<file path="src/rtl/bss_pkg.sv">
package bss_pkg;
  typedef enum logic [1:0] {
    SMODE_TWO_A = 2'b00,
    SMODE_TWO_B = 2'b01,
    SMODE_TWO   = 2'b10,
    SMODE_ONE   = 2'b11
  } smode_e;

  function automatic logic one_point(input logic [1:0] m);
    return m == SMODE_ONE;
  endfunction
endpackage

</file>
<file path="src/rtl/bss_sync2.sv">
module bss_sync2 #(
  parameter int W = 4
) (
  input  logic         clk,
  input  logic         rst_n,
  input  logic [W-1:0] d_i,
  output logic [W-1:0] q_o
);
  logic [W-1:0] meta_q, sync_q;

  always_ff @(posedge clk or negedge rst_n) begin
    if (!rst_n) begin
      meta_q <= '1;
      sync_q <= '1;
    end else begin
      meta_q <= d_i;
      sync_q <= meta_q;
    end
  end

  assign q_o = sync_q;
endmodule

</file>
<file path="src/rtl/bss_point_filter.sv">
module bss_point_filter (
  input  logic clk,
  input  logic rst_n,
  input  logic one_pt_i,
  input  logic pt1_i,
  output logic level_o
);
  logic pt2_q, level_q;

  always_ff @(posedge clk or negedge rst_n) begin
    if (!rst_n) begin
      pt2_q   <= 1'b1;
      level_q <= 1'b1;
    end else begin
      pt2_q <= pt1_i;
      if (one_pt_i)
        level_q <= pt1_i;
      else if (pt1_i == pt2_q)
        level_q <= pt1_i;
    end
  end

  assign level_o = level_q;
endmodule

</file>
<file path="src/rtl/bss_access_decode.sv">
module bss_access_decode #(
  parameter int LANES  = 4,
  parameter int ADDR_W = 16
) (
  input  logic              clk,
  input  logic              rst_n,
  input  logic              cs_n_i,
  input  logic              rd_n_i,
  input  logic [LANES-1:0]  wr_n_i,
  input  logic [ADDR_W-1:0] addr_i,
  output logic              rd_start_o,
  output logic              wr_start_o,
  output logic [LANES-1:0]  wr_lanes_o,
  output logic [ADDR_W-1:0] addr_o
);
  logic rd_act, wr_req, wr_act, busy_q;
  logic fire_rd, fire_wr;
  logic rd_q, wr_q;
  logic [LANES-1:0]  lanes_q;
  logic [ADDR_W-1:0] addr_q;

  always_comb begin
    rd_act  = !cs_n_i && !rd_n_i;
    wr_req  = !cs_n_i && (wr_n_i != '1);
    wr_act  = wr_req && !rd_act;
    fire_rd = rd_act && !busy_q;
    fire_wr = wr_act && !busy_q;
  end

  always_ff @(posedge clk or negedge rst_n) begin
    if (!rst_n) begin
      busy_q  <= 1'b0;
      rd_q    <= 1'b0;
      wr_q    <= 1'b0;
      lanes_q <= '0;
      addr_q  <= '0;
    end else begin
      busy_q <= rd_act || wr_req;
      rd_q   <= fire_rd;
      wr_q   <= fire_wr;
      if (fire_wr)
        lanes_q <= ~wr_n_i;
      if (fire_rd || fire_wr)
        addr_q <= addr_i;
    end
  end

  assign rd_start_o = rd_q;
  assign wr_start_o = wr_q;
  assign wr_lanes_o = lanes_q;
  assign addr_o     = addr_q;
endmodule

</file>
<file path="src/rtl/bus_strobe_sync.sv">
module bus_strobe_sync #(
  parameter int LANES  = 4,
  parameter int ADDR_W = 16
) (
  input  logic              clk,
  input  logic              rst_n,
  input  logic [1:0]        smode_i,
  input  logic              cs_n_i,
  input  logic              rd_n_i,
  input  logic [LANES-1:0]  wr_n_i,
  input  logic [ADDR_W-1:0] addr_i,
  output logic              rd_start_o,
  output logic              wr_start_o,
  output logic [LANES-1:0]  wr_lanes_o,
  output logic [ADDR_W-1:0] addr_o
);
  localparam int NSIG   = LANES + 2;
  localparam int IDX_CS = NSIG - 1;
  localparam int IDX_RD = NSIG - 2;

  logic [NSIG-1:0] raw_vec, pt1_vec, lvl_vec;
  logic            one_pt;

  assign raw_vec = {cs_n_i, rd_n_i, wr_n_i};
  assign one_pt  = bss_pkg::one_point(smode_i);

  bss_sync2 #(.W(NSIG)) u_sync (
    .clk   (clk),
    .rst_n (rst_n),
    .d_i   (raw_vec),
    .q_o   (pt1_vec)
  );

  for (genvar i = 0; i < NSIG; i++) begin : g_filt
    bss_point_filter u_filt (
      .clk      (clk),
      .rst_n    (rst_n),
      .one_pt_i (one_pt),
      .pt1_i    (pt1_vec[i]),
      .level_o  (lvl_vec[i])
    );
  end

  bss_access_decode #(.LANES(LANES), .ADDR_W(ADDR_W)) u_dec (
    .clk        (clk),
    .rst_n      (rst_n),
    .cs_n_i     (lvl_vec[IDX_CS]),
    .rd_n_i     (lvl_vec[IDX_RD]),
    .wr_n_i     (lvl_vec[LANES-1:0]),
    .addr_i     (addr_i),
    .rd_start_o (rd_start_o),
    .wr_start_o (wr_start_o),
    .wr_lanes_o (wr_lanes_o),
    .addr_o     (addr_o)
  );
endmodule

</file>
<file path="config.mk">
export PLATFORM = sky130hd
export DESIGN_NAME = bus_strobe_sync
export DESIGN_NICKNAME = d
export VERILOG_FILES = /design/src/rtl/bss_pkg.sv /design/src/rtl/bss_sync2.sv /design/src/rtl/bss_point_filter.sv /design/src/rtl/bss_access_decode.sv /design/src/rtl/bus_strobe_sync.sv
export SDC_FILE = /design/constraint.sdc
export NUM_CORES = 1
export LEC_CHECK = 0
export ABC_CLOCK_PERIOD_IN_PS = 1710
export BUFFER_PORTS_ARGS = -buffer_cell sky130_fd_sc_hd__clkbuf_2
export CORE_MARGIN = 3
export CORE_UTILIZATION = 49
export CTS_CLUSTER_SIZE = 16
export DETAILED_ROUTE_END_ITERATION = 6
export GPL_TIMING_DRIVEN = 0
export PLACE_DENSITY = 0.85
export SYNTH_ARGS = -nofsm -noshare
export SYNTH_HDL_FRONTEND = slang
export SYNTH_SLANG_ARGS = --single-unit
</file>
<file path="constraint.sdc">
create_clock -name clk -period 1.71 [get_ports clk]
set_input_delay 0.342 -clock clk [delete_from_list [all_inputs] [get_ports clk]]
set_output_delay 0.342 -clock clk [all_outputs]
set_load 0.01 [all_outputs]
</file>
==> results of run 1 <==
[kinds of logic after synthesis]
logic type | Yosys count | share of synthesized area [%]
AND/OR/NAND/NOR | 6 | 2.895
AO/OA/AOI/OAI | 20 | 6.756
multiplexers | 20 | 15.37
flip-flops | 47 | 71.57
buffers and inverters | 11 | 3.415
[area by class of cell]
class | count | area [sq um] | area share, %
multi-input cells | 46 | 421.7 | 20.30
well taps | 44 | 55.05 | 2.651
plain buffers | 1 | 20.02 | 0.9639
flip-flops and latches | 47 | 1206 | 58.07
repair buffers | 47 | 235.2 | 11.33
inverters | 10 | 37.54 | 1.807
clock inverters | 2 | 60.06 | 2.892
clock buffers | 6 | 41.29 | 1.988
[metrics by stage]
| stage | setup WS (ns) | instance area [sq um] | cells | total power, mW |
|---|---|---|---|---|
| finish | 0.2022 | 2077 | 203 | 2.849 |
| global route | 0.1475 | 2077 | 203 | 3.001 |
| CTS | 0.1908 | 2077 | 203 | 2.884 |
| detailed placement | 0.2234 | 1976 | 195 | 2.102 |
| global placement | 0.2414 | 1976 | 195 | 2.054 |
| floorplan | 0.2953 | 1685 | 104 | 1.814 |
[worst min-delay path by stage]
stage	startpoint	end	slack, ns	cells after the start
4_1_cts	wr_n_i[2]	u_sync.meta_q[2]	0.04	1
5_1_grt	wr_n_i[2]	u_sync.meta_q[2]	0.02	1
3_5_place_dp	u_sync.meta_q[5]	u_sync.q_o[5]	0.35	0
3_3_place_gp	u_sync.meta_q[0]	u_sync.q_o[0]	0.35	0
2_1_floorplan	rst_n	u_dec.addr_o[0]	0.05	0
6_report	rd_n_i	u_sync.meta_q[4]	0.05	1
[placed cells by master (no fill, tap or decap), drive strengths merged]
cell / Yosys / layout
clkbuf: 0 / 53
dfstp: 24 / 24
dfrtp: 23 / 23
mux2: 17 / 17
o21ai: 12 / 12
inv: 10 / 10
a21oi: 7 / 7
mux2i: 3 / 3
bufinv: 0 / 2
nor3: 1 / 1
and4: 1 / 1
nor2: 1 / 1
nand3b: 1 / 1
nand2: 1 / 1
and2: 1 / 1
a21boi: 1 / 1
buf: 1 / 1
[cells in the mapped netlist]
cell	number
sky130_fd_sc_hd__mux2_2	7
sky130_fd_sc_hd__o21ai_0	12
sky130_fd_sc_hd__a21boi_4	1
sky130_fd_sc_hd__nand2_1	1
sky130_fd_sc_hd__inv_1	10
sky130_fd_sc_hd__dfstp_2	24
sky130_fd_sc_hd__nor2_4	1
sky130_fd_sc_hd__mux2i_1	3
sky130_fd_sc_hd__mux2_4	10
sky130_fd_sc_hd__nand3b_2	1
sky130_fd_sc_hd__nor3_1	1
sky130_fd_sc_hd__a21oi_1	7
sky130_fd_sc_hd__dfrtp_1	23
sky130_fd_sc_hd__buf_12	1
sky130_fd_sc_hd__and2_1	1
sky130_fd_sc_hd__and4_4	1
[metal layers]
| metal | GRT usage, % | vias up |
|---|---|---|
| met5 | 0 | - |
| met4 | 9.235 | 0 |
| met3 | 4.506 | 9 |
| met2 | 26.03 | 30 |
| met1 | 17.87 | 469 |
| li1 | - | 457 |
[power breakdown]
| group | internal [mW] | switching, mW |
|---|---|---|
| sequential | 1.34 | 0.123 |
| combinational | 0.326 | 0.275 |
| clock | 0.456 | 0.326 |
| total | 2.12 | 0.724 |
[critical path: cells and delay by family (launching register included)]
kind	cells	cell delay (ns)
flip-flops	1	0.58
multiplexers	1	0.30
AND/OR/NAND/NOR	1	0.26
buffers and inverters	1	0.16
AO/OA/AOI/OAI	1	0.10
[registers in the layout, indices dropped and copies added, names as in the netlist]
| register | cells |
|---|---|
| u_dec.addr_o | 16 |
| g_filt.u_filt.level_o | 6 |
| g_filt.u_filt.pt2_q | 6 |
| u_sync.meta_q | 6 |
| u_sync.q_o | 6 |
| u_dec.wr_lanes_o | 4 |
| u_dec.busy_q | 1 |
| u_dec.rd_start_o | 1 |
| u_dec.wr_start_o | 1 |
==> out/results.tsv, run 1 <==
stage	metric	value	unit
synthesis	synth top area cells	sky130_fd_sc_hd__dfstp_2 37%, sky130_fd_sc_hd__dfrtp_1 34%, sky130_fd_sc_hd__mux2_4 8.9%	
clock_tree	number of gates given a new drive strength after cts	0	
min_path	path class of the lowest-slack min-delay path	input pin to flop	
worst_setup_path	reg-to-reg critical path startpoint	g_filt[2].u_filt.level_o	
worst_setup_path	Setup crit end kind	flop	
worst_setup_path	data arrival time of the worst path	1.76	ns
floorplanning	cell row count	20	
power_and_ir_drop	leakage power	1.017	nW
flow_run	Maximum Capacitance Violations	0	
clock_tree	setup repair bufs after CTS	0	
timing	final max-slew violation count	0	
final_layout	share of final-layout standard cells stronger than drive strength 1	62.89	%
clock_tree	maximum number of buffers from clock root to sink	2	
grt	number of antenna violations at the first check in global routing	0	
drt	Final Routed Wirelength	2.777	mm
worst_setup_path	nature of the critical path startpoint	flop	
timing	slew at the pin closest to its max-slew limit	1.041	ns
timing	post-route fraction of the period consumed by the critical path	88.18	%
synthesis	synth warn	0	
synthesis	share of Yosys cell area claimed by the top area cell type	37.42	%
grt	largest net degree at the start of global routing	48	
clock_tree	insertion delay to the later sink of the worst-skew pair	0.36	ns
synthesis	part of the Yosys area used for sequential elements	71.57	%
placed_design	number of buffer cells added on primary ports	47	
run_status	run status	finished clean	
final_layout	Post-layout nets	184	
worst_setup_path	number of cell instances on the worst register-to-register path	4	
timing	Highest Clock Rate	663.2	MHz
placed_design	RePlAce Congestion	0.7483	
grt	GR Overflow Total	0	
drt	DRC marker count from the first detailed-route iteration	35	
timing	hold violation total from the final report	0	
clock_tree	total clock sinks	47	
drt	DRT antenna net count	0	
timing	relative max-transition margin	30.58	%
power_and_ir_drop	total power density per cell area	1372	nW/um^2
worst_setup_path	required time at the worst-slack endpoint	1.96	ns
worst_setup_path	crit-path max FO	10	
grt	number of global-route vias before repair	1061	
floorplanning	DIE AREA	4179	sq um
grt	all-layer global routing usage	15.64	%
final_layout	area added between synthesis and finish	23.24	%
timing	aggregate negative setup slack	0	ns
synthesis	Cells after Synth	104	
synthesis	post-synthesis instance area	1685	sq um
worst_setup_path	stage delay of the slowest cell on the critical path	0.58	ns
clock_tree	total of hold buffers inserted after clock tree synthesis	0	
worst_setup_path	cells traversed along the worst timing path	and4_4 > a21boi_4 > buf_12 > mux2_4	
worst_setup_path	critical setup path kind	flop to flop	
floorplanning	Top Ports	48	
worst_setup_path	first element of the critical path	g_filt[2].u_filt.level_o	
timing	setup repair after global routing missed its margin	no	
synthesis	post-synth net total	130	
clock_tree	CTS root buffer	sky130_fd_sc_hd__clkbuf_4	
drt	top routing layer used	met4	
synthesis	Synth Area per Inst	16.21	sq um
timing	Max Clock Skew	0.009112	ns
drt	average vias per placed instance	4.754	
drt	First-pass DRT Iterations	4	
timing	Final setup violation count	0	
drt	detailed-route wire length per cell	13.68	um
synthesis	count of different cell masters after synthesis	16	
power_and_ir_drop	Max rail drop VDD	0.6544	mV
clock_tree	CTS Buf Count	5	
worst_setup_path	RR Endpoint	u_dec.addr_o[13]	
clock_tree	clock tree from TritonCTS	yes	
placed_design	half-perimeter wire length of the detailed placement result	2.087	mm
timing	minimum clock period	1.508	ns
floorplanning	Die Ht	64.65	um
final_layout	number of filler instances in the final layout	244	
final_layout	final cell utilization of the core	65.35	%
clock_tree	clock input transition at the sequential cells of the worst setup and hold paths	0.12	ns
final_layout	count of antenna diodes in the layout	0	
floorplanning	Core Box Area	3178	sq um
synthesis	cell accounting for the most synthesized area	sky130_fd_sc_hd__dfstp_2	
drt	via count	965	
drt	met3 wire length	146	um
timing	final worst hold slack	0.05003	ns
worst_setup_path	Critical Path Slowest Stage Cell	sky130_fd_sc_hd__dfstp_2	
drt	detailed-route DRC error count	0	
worst_setup_path	worst setup path end	u_dec.addr_o[13]	
worst_setup_path	Worst R2R Setup Slack	0.20	ns
synthesis	flip-flop and latch count after synthesis	47	
floorplanning	Starting Density	53.03	%
clock_tree	CTS HTree Levels	2	
grt	wire length of the first global-routing pass	4.836	mm
drt	wire length on met1	1.075	mm
drt	met2 WL post-DR	1.478	mm
floorplanning	die width	64.65	um
Note: power is estimated with default switching activity, not from simulation.
==> run 2, diff against run 1 <==
--- a/config.mk
+++ b/config.mk
@@ -9,3 +9,2 @@
 export BUFFER_PORTS_ARGS = -buffer_cell sky130_fd_sc_hd__clkbuf_2
-export CORE_MARGIN = 3
 export CORE_UTILIZATION = 49
==> constraint.sdc (replaced) <==
create_clock -name clk -period 1.71 [get_ports clk]
set_input_delay 0 -clock clk [delete_from_list [all_inputs] [get_ports clk]]
set_output_delay 0 -clock clk [all_outputs]
set_load 0.01 [all_outputs]
==> out/results.tsv, run 2 (same netlist as run 1, synthesis figures left out) <==
stage	metric	value	unit	change
clock_tree	clock tree from TritonCTS	yes		
power_and_ir_drop	Max rail drop VDD	0.8568	mV	+31%
grt	wire length of the first global-routing pass	5.230	mm	+8.1%
timing	PnR worst setup slack	0.1763	ns	-0.02588 ns
power_and_ir_drop	Logic pwr share	22.5	%	+1.4 points
grt	GR Overflow Total	0		unchanged
worst_setup_path	Setup crit end kind	flop		
worst_setup_path	critical setup path kind	flop to flop		
grt	number of antenna violations at the first check in global routing	0		unchanged
final_layout	count of antenna diodes in the layout	0		unchanged
final_layout	cell area after layout	2307	sq um	+11%
drt	detailed-route wire length per cell	14.97	um	+9.5%
power_and_ir_drop	share of total power consumed by net switching	25.90	%	+0.47 points
power_and_ir_drop	P_sw	0.7544	mW	+4.1%
clock_tree	CTS HTree Levels	2		unchanged
placed_design	Placed Cells incl. Taps	195		unchanged
grt	largest net degree at the start of global routing	48		unchanged
timing	minimum clock period	1.534	ns	+0.02588 ns
power_and_ir_drop	sequential group share of total power	50.5	%	-1.0 points
final_layout	max reg flops	16		unchanged
floorplanning	Top Ports	48		unchanged
worst_setup_path	number of cell instances on the worst register-to-register path	4		unchanged
min_path	worst hold stages	4		+3
timing	hold violation total from the final report	0		unchanged
floorplanning	die width	60.65	um	-6.2%
timing	Final setup violation count	0		unchanged
final_layout	number of filler instances in the final layout	207		-15%
final_layout	commonest cells after routing, fill and taps aside	47 x sky130_fd_sc_hd__clkbuf_2, 24 x sky130_fd_sc_hd__dfstp_2, 23 x sky130_fd_sc_hd__dlygate4sd3_1, 23 x sky130_fd_sc_hd__dfrtp_1, 12 x sky130_fd_sc_hd__o21ai_0		
placed_design	cell area reported after detailed placement	1976	sq um	unchanged
run_status	run status	finished clean		
clock_tree	insertion delay to the later sink of the worst-skew pair	0.36	ns	about the same
worst_setup_path	nature of the critical path startpoint	flop		
drt	DRC marker count from the first detailed-route iteration	18		-49%
floorplanning	Starting Density	53.45	%	+0.42 points
clock_tree	clock input transition at the sequential cells of the worst setup and hold paths	0.13	ns	about the same
clock_tree	maximum number of buffers from clock root to sink	2		unchanged
drt	average vias per placed instance	4.770		+0.34%
timing	final max-slew violation count	0		unchanged
timing	setup repair after global routing missed its margin	no		
placed_design	RePlAce Congestion	0.7555		+0.96%
timing	Highest Clock Rate	652.0	MHz	-1.7%
power_and_ir_drop	leakage power	1.113	nW	+9.4%
final_layout	final cell count without fillers	226		+11%
timing	post-route fraction of the period consumed by the critical path	89.69	%	+1.5 points
final_layout	share of final-layout standard cells stronger than drive strength 1	54.95	%	-7.9 points
drt	Final Routed Wirelength	3.384	mm	+22%
power_and_ir_drop	Total Power Consumption	2.913	mW	+2.3%
grt	number of global-route vias before repair	1099		+3.6%
grt	all-layer global routing usage	21.43	%	+5.8 points
clock_tree	CTS Buf Count	5		unchanged
min_path	path class of the lowest-slack min-delay path	input pin to flop		
power_and_ir_drop	Internal	2.159	mW	+1.6%
floorplanning	Die Ht	60.65	um	-6.2%
drt	via count	1078		+12%
final_layout	Post-layout nets	207		+13%
placed_design	number of buffer cells added on primary ports	47		unchanged
timing	relative max-transition margin	28.18	%	-2.4 points
final_layout	most frequent standard cell in the layout excluding fill and tap cells	sky130_fd_sc_hd__clkbuf_2		
flow_run	Maximum Capacitance Violations	0		unchanged
power_and_ir_drop	proportion of power drawn by the clock network	27.0	%	-0.4 points
placed_design	half-perimeter wire length of the detailed placement result	1.927	mm	-7.7%
final_layout	area added between synthesis and finish	36.90	%	
floorplanning	cell row count	20		unchanged
floorplanning	DIE AREA	3678	sq um	-12%
worst_setup_path	required time at the worst-slack endpoint	1.95	ns	about the same
clock_tree	setup repair bufs after CTS	0		unchanged
worst_setup_path	data arrival time of the worst path	1.77	ns	about the same
final_layout	final cell utilization of the core	73.17	%	+7.8 points
drt	First-pass DRT Iterations	4		unchanged
floorplanning	Core Box Area	3153	sq um	-0.79%
timing	aggregate negative setup slack	0	ns	unchanged
timing	slew at the pin closest to its max-slew limit	1.077	ns	+0.03607 ns
timing	Max Clock Skew	0.01347	ns	+0.004359 ns
drt	DRT antenna net count	0		unchanged
clock_tree	CTS root buffer	sky130_fd_sc_hd__clkbuf_4		
timing	final worst hold slack	0.1048	ns	+0.05475 ns
worst_setup_path	crit-path max FO	10		unchanged
drt	detailed-route DRC error count	0		unchanged
clock_tree	total clock sinks	47		unchanged
power_and_ir_drop	total power density per cell area	1263	nW/um^2	-7.9%
placed_design	post-placement setup slack	0.2162	ns	-0.007150 ns
[run 2: cell types whose count changed in the layout (fill, tap and decap cells not counted), sizes merged]
cell	change
dlygate4sd3	+23
[run 2: area by class of cell]
type,instances,area (sq um),share of cell area (%)
inverter,10,37.54,1.627
multi-input combinational,46,421.7,18.28
tap,44,55.05,2.386
sequential,47,1206,52.28
timing repair buffer,70,465.4,20.17
buffer,1,20.02,0.8677
clock buffer,6,41.29,1.790
clock inverter,2,60.06,2.603
[run 2: path summary, 6_finish.rpt]
kind / from / endpoint / slack (ns)
worst min-delay path: smode_i[1] / g_filt[0].u_filt.level_o / 0.10
worst min register to register: u_sync.meta_q[0] / u_sync.q_o[0] / 0.36
worst max-delay path: g_filt[2].u_filt.level_o / u_dec.addr_o[14] / 0.18
worst max register to register: g_filt[2].u_filt.level_o / u_dec.addr_o[14] / 0.18
max in group asynchronous: rst_n / u_dec.addr_o[14] / 0.67
min in group asynchronous: rst_n / u_dec.addr_o[5] / 0.38
[run 2: metal layers]
layer / track usage (%) / share of wire (%)
met1: 22.14 / 38
met2: 37.21 / 53
met3: 5.117 / 4.8
met4: 16.88 / 4.3
met5: 0 / 0
[run 2: worst max-delay path, cell delays in order (launching register included)]
cell	delay, ns
sky130_fd_sc_hd__dfstp_2	0.41
sky130_fd_sc_hd__and4_4	0.20
sky130_fd_sc_hd__a21boi_4	0.31
sky130_fd_sc_hd__buf_12	0.19
sky130_fd_sc_hd__mux2_4	0.31
[run 2: power by group through the flow]
stage | Clock (mW) | Combinational (mW) | Sequential, mW
floorplan | 0 | 0.270 | 1.54
global placement | 0 | 0.583 | 1.46
detailed placement | 0 | 0.607 | 1.48
CTS | 0.788 | 0.652 | 1.46
global route | 0.845 | 0.719 | 1.50
finish | 0.786 | 0.656 | 1.47
[run 2: what timing repair did]
item	in CTS	in global routing
gates resized for setup	0	0
hold buffers	23	0
endpoints found under the hold margin	45	0
==> run 3, diff against run 2 <==
==> constraint.sdc (replaced) <==
create_clock -name clk -period 1.71 [get_ports clk]
set_input_delay 0.342 -clock clk [delete_from_list [all_inputs] [get_ports clk]]
set_output_delay 0.342 -clock clk [all_outputs]
set_load 0.01 [all_outputs]
==> out/results.tsv, run 3 (same netlist as run 1, synthesis figures left out) <==
stage	metric	value	unit	change
timing	post-route fraction of the period consumed by the critical path	88.95	%	-0.74 points
drt	detailed-route wire length per cell	13.07	um	-13%
grt	number of global-route vias before repair	959		-13%
clock_tree	total of hold buffers inserted after clock tree synthesis	0		-100%
worst_setup_path	number of cell instances on the worst register-to-register path	4		unchanged
worst_setup_path	data arrival time of the worst path	1.77	ns	about the same
clock_tree	CTS Buf Count	5		unchanged
placed_design	cell area reported after detailed placement	1976	sq um	unchanged
placed_design	half-perimeter wire length of the detailed placement result	1.927	mm	unchanged
floorplanning	die width	60.65	um	unchanged
drt	average vias per placed instance	4.803		+0.69%
final_layout	share of final-layout standard cells stronger than drive strength 1	62.89	%	+7.9 points
worst_setup_path	Critical path buffers and inverters	1		unchanged
power_and_ir_drop	total power density per cell area	1364	nW/um^2	+8.0%
clock_tree	maximum number of buffers from clock root to sink	2		unchanged
clock_tree	number of gates given a new drive strength after cts	0		unchanged
timing	final worst hold slack	0.05220	ns	-0.05258 ns
floorplanning	Die Ht	60.65	um	unchanged
clock_tree	clock tree from TritonCTS	yes		
drt	DRC marker count from the first detailed-route iteration	19		+1
run_status	run status	finished clean		
min_path	capture endpoint of the worst hold path	u_sync.meta_q[5]		
timing	setup repair after global routing missed its margin	no		
clock_tree	CTS HTree Levels	2		unchanged
timing	Max Clock Skew	0.01344	ns	-0.00003640 ns
worst_setup_path	stage delay of the slowest cell on the critical path	0.58	ns	+0.17 ns
timing	Highest Clock Rate	657.5	MHz	+0.84%
power_and_ir_drop	leakage power	1.017	nW	-8.6%
worst_setup_path	Critical Path Slowest Stage Cell	sky130_fd_sc_hd__dfstp_2		
timing	final max-slew violation count	0		unchanged
placed_design	RePlAce Congestion	0.7555		unchanged
grt	number of antenna violations at the first check in global routing	0		unchanged
floorplanning	Core Box Area	3153	sq um	unchanged
worst_setup_path	first element of the critical path	g_filt[2].u_filt.level_o		
final_layout	number of filler instances in the final layout	231		+12%
timing	minimum clock period	1.521	ns	-0.01270 ns
grt	largest net degree at the start of global routing	48		unchanged
worst_setup_path	RR Endpoint	u_dec.addr_o[13]		
floorplanning	Top Ports	48		unchanged
drt	Final Routed Wirelength	2.653	mm	-22%
worst_setup_path	required time at the worst-slack endpoint	1.96	ns	about the same
min_path	HP Start	cs_n_i		
final_layout	max reg flops	16		unchanged
drt	detailed-route DRC error count	0		unchanged
worst_setup_path	Setup crit end kind	flop		
drt	First-pass DRT Iterations	4		unchanged
drt	DRT antenna net count	0		unchanged
worst_setup_path	crit-path max FO	10		unchanged
worst_setup_path	critical setup path kind	flop to flop		
timing	slew at the pin closest to its max-slew limit	1.068	ns	-0.009673 ns
min_path	path class of the lowest-slack min-delay path	input pin to flop		
grt	all-layer global routing usage	16.38	%	-5.0 points
timing	aggregate negative setup slack	0	ns	unchanged
min_path	worst hold stages	1		-3
floorplanning	cell row count	20		unchanged
final_layout	Post-layout nets	184		-11%
timing	Final setup violation count	0		unchanged
power_and_ir_drop	Max rail drop VDD	0.8658	mV	+1.0%
worst_setup_path	Worst R2R Setup Slack	0.19	ns	about the same
worst_setup_path	cell type group with the largest total delay on the critical path	flip-flops		
final_layout	commonest cells after routing, fill and taps aside	47 x sky130_fd_sc_hd__clkbuf_2, 24 x sky130_fd_sc_hd__dfstp_2, 23 x sky130_fd_sc_hd__dfrtp_1		
floorplanning	DIE AREA	3678	sq um	unchanged
clock_tree	setup repair bufs after CTS	0		unchanged
final_layout	area added between synthesis and finish	23.24	%	
clock_tree	total clock sinks	47		unchanged
flow_run	Maximum Capacitance Violations	0		unchanged
worst_setup_path	cells traversed along the worst timing path	and4_4 > a21boi_4 > buf_12 > mux2_4		
floorplanning	Starting Density	53.45	%	unchanged
worst_setup_path	nature of the critical path startpoint	flop		
final_layout	cell area after layout	2077	sq um	-10%
timing	relative max-transition margin	28.82	%	+0.64 points
clock_tree	clock input transition at the sequential cells of the worst setup and hold paths	0.13	ns	about the same
placed_design	number of buffer cells added on primary ports	47		unchanged
timing	hold violation total from the final report	0		unchanged
grt	wire length of the first global-routing pass	4.119	mm	-21%
grt	GR Overflow Total	0		unchanged
worst_setup_path	reg-to-reg critical path startpoint	g_filt[2].u_filt.level_o		
clock_tree	CTS root buffer	sky130_fd_sc_hd__clkbuf_4		
final_layout	most frequent standard cell in the layout excluding fill and tap cells	sky130_fd_sc_hd__clkbuf_2		
clock_tree	insertion delay to the later sink of the worst-skew pair	0.36	ns	about the same
final_layout	count of antenna diodes in the layout	0		unchanged
drt	via count	975		-9.6%
run 3: cell types whose count changed in the layout (fill, tap and decap cells not counted), sizes merged:
cell,delta
dlygate4sd3,-23
run 3: how the worst max path moves through the flow:
| stage | end | slack [ns] | depth (start not counted) |
|---|---|---|---|
| after floorplan | u_dec.addr_o[10] | 0.30 | 4 |
| after global placement | u_dec.addr_o[13] | 0.24 | 4 |
| after detailed placement | u_dec.addr_o[13] | 0.22 | 4 |
| after CTS | u_dec.addr_o[14] | 0.18 | 4 |
| after global routing | u_dec.addr_o[11] | 0.14 | 4 |
| final | u_dec.addr_o[13] | 0.19 | 4 |
run 3: report_power, final:
part	total (mW)	switching (mW)	leakage [nW]	internal, mW
Clock	0.775	0.319	0.0525	0.456
Combinational	0.600	0.274	0.438	0.326
Sequential	1.46	0.115	0.527	1.34
run 3: layout make-up:
type	instances	area (sq um)	area share, %
multi-input cells	46	421.7	20.30
clock inverters	2	60.06	2.892
flip-flops and latches	47	1206	58.07
well taps	44	55.05	2.651
plain buffers	1	20.02	0.9639
repair buffers	47	235.2	11.33
inverters	10	37.54	1.807
clock buffers	6	41.29	1.988
run 3: metal layers:
| layer | wire length (um) | share of wire [%] | GRT usage, % | vias to the layer above |
|---|---|---|---|---|
| met5 | 0 | 0 | 0 | - |
| met4 | 76 | 2.9 | 12.66 | 0 |
| met3 | 168 | 6.3 | 4.691 | 8 |
| met2 | 1384 | 52 | 27.63 | 40 |
| met1 | 1023 | 39 | 17.26 | 469 |
| li1 | - | - | - | 458 |
run 3: per-stage QoR:
stage | cells | power [mW] | util, % | setup WS, ns
2_1_floorplan | 104 | 1.814 | - | 0.2953
5_1_grt | 203 | 2.973 | 65.87 | 0.1413
3_3_place_gp | 195 | 2.048 | 62.66 | 0.2424
3_5_place_dp | 195 | 2.088 | 62.66 | 0.2162
6_report | 203 | 2.833 | 65.87 | 0.1890
4_1_cts | 203 | 2.860 | 65.87 | 0.1756
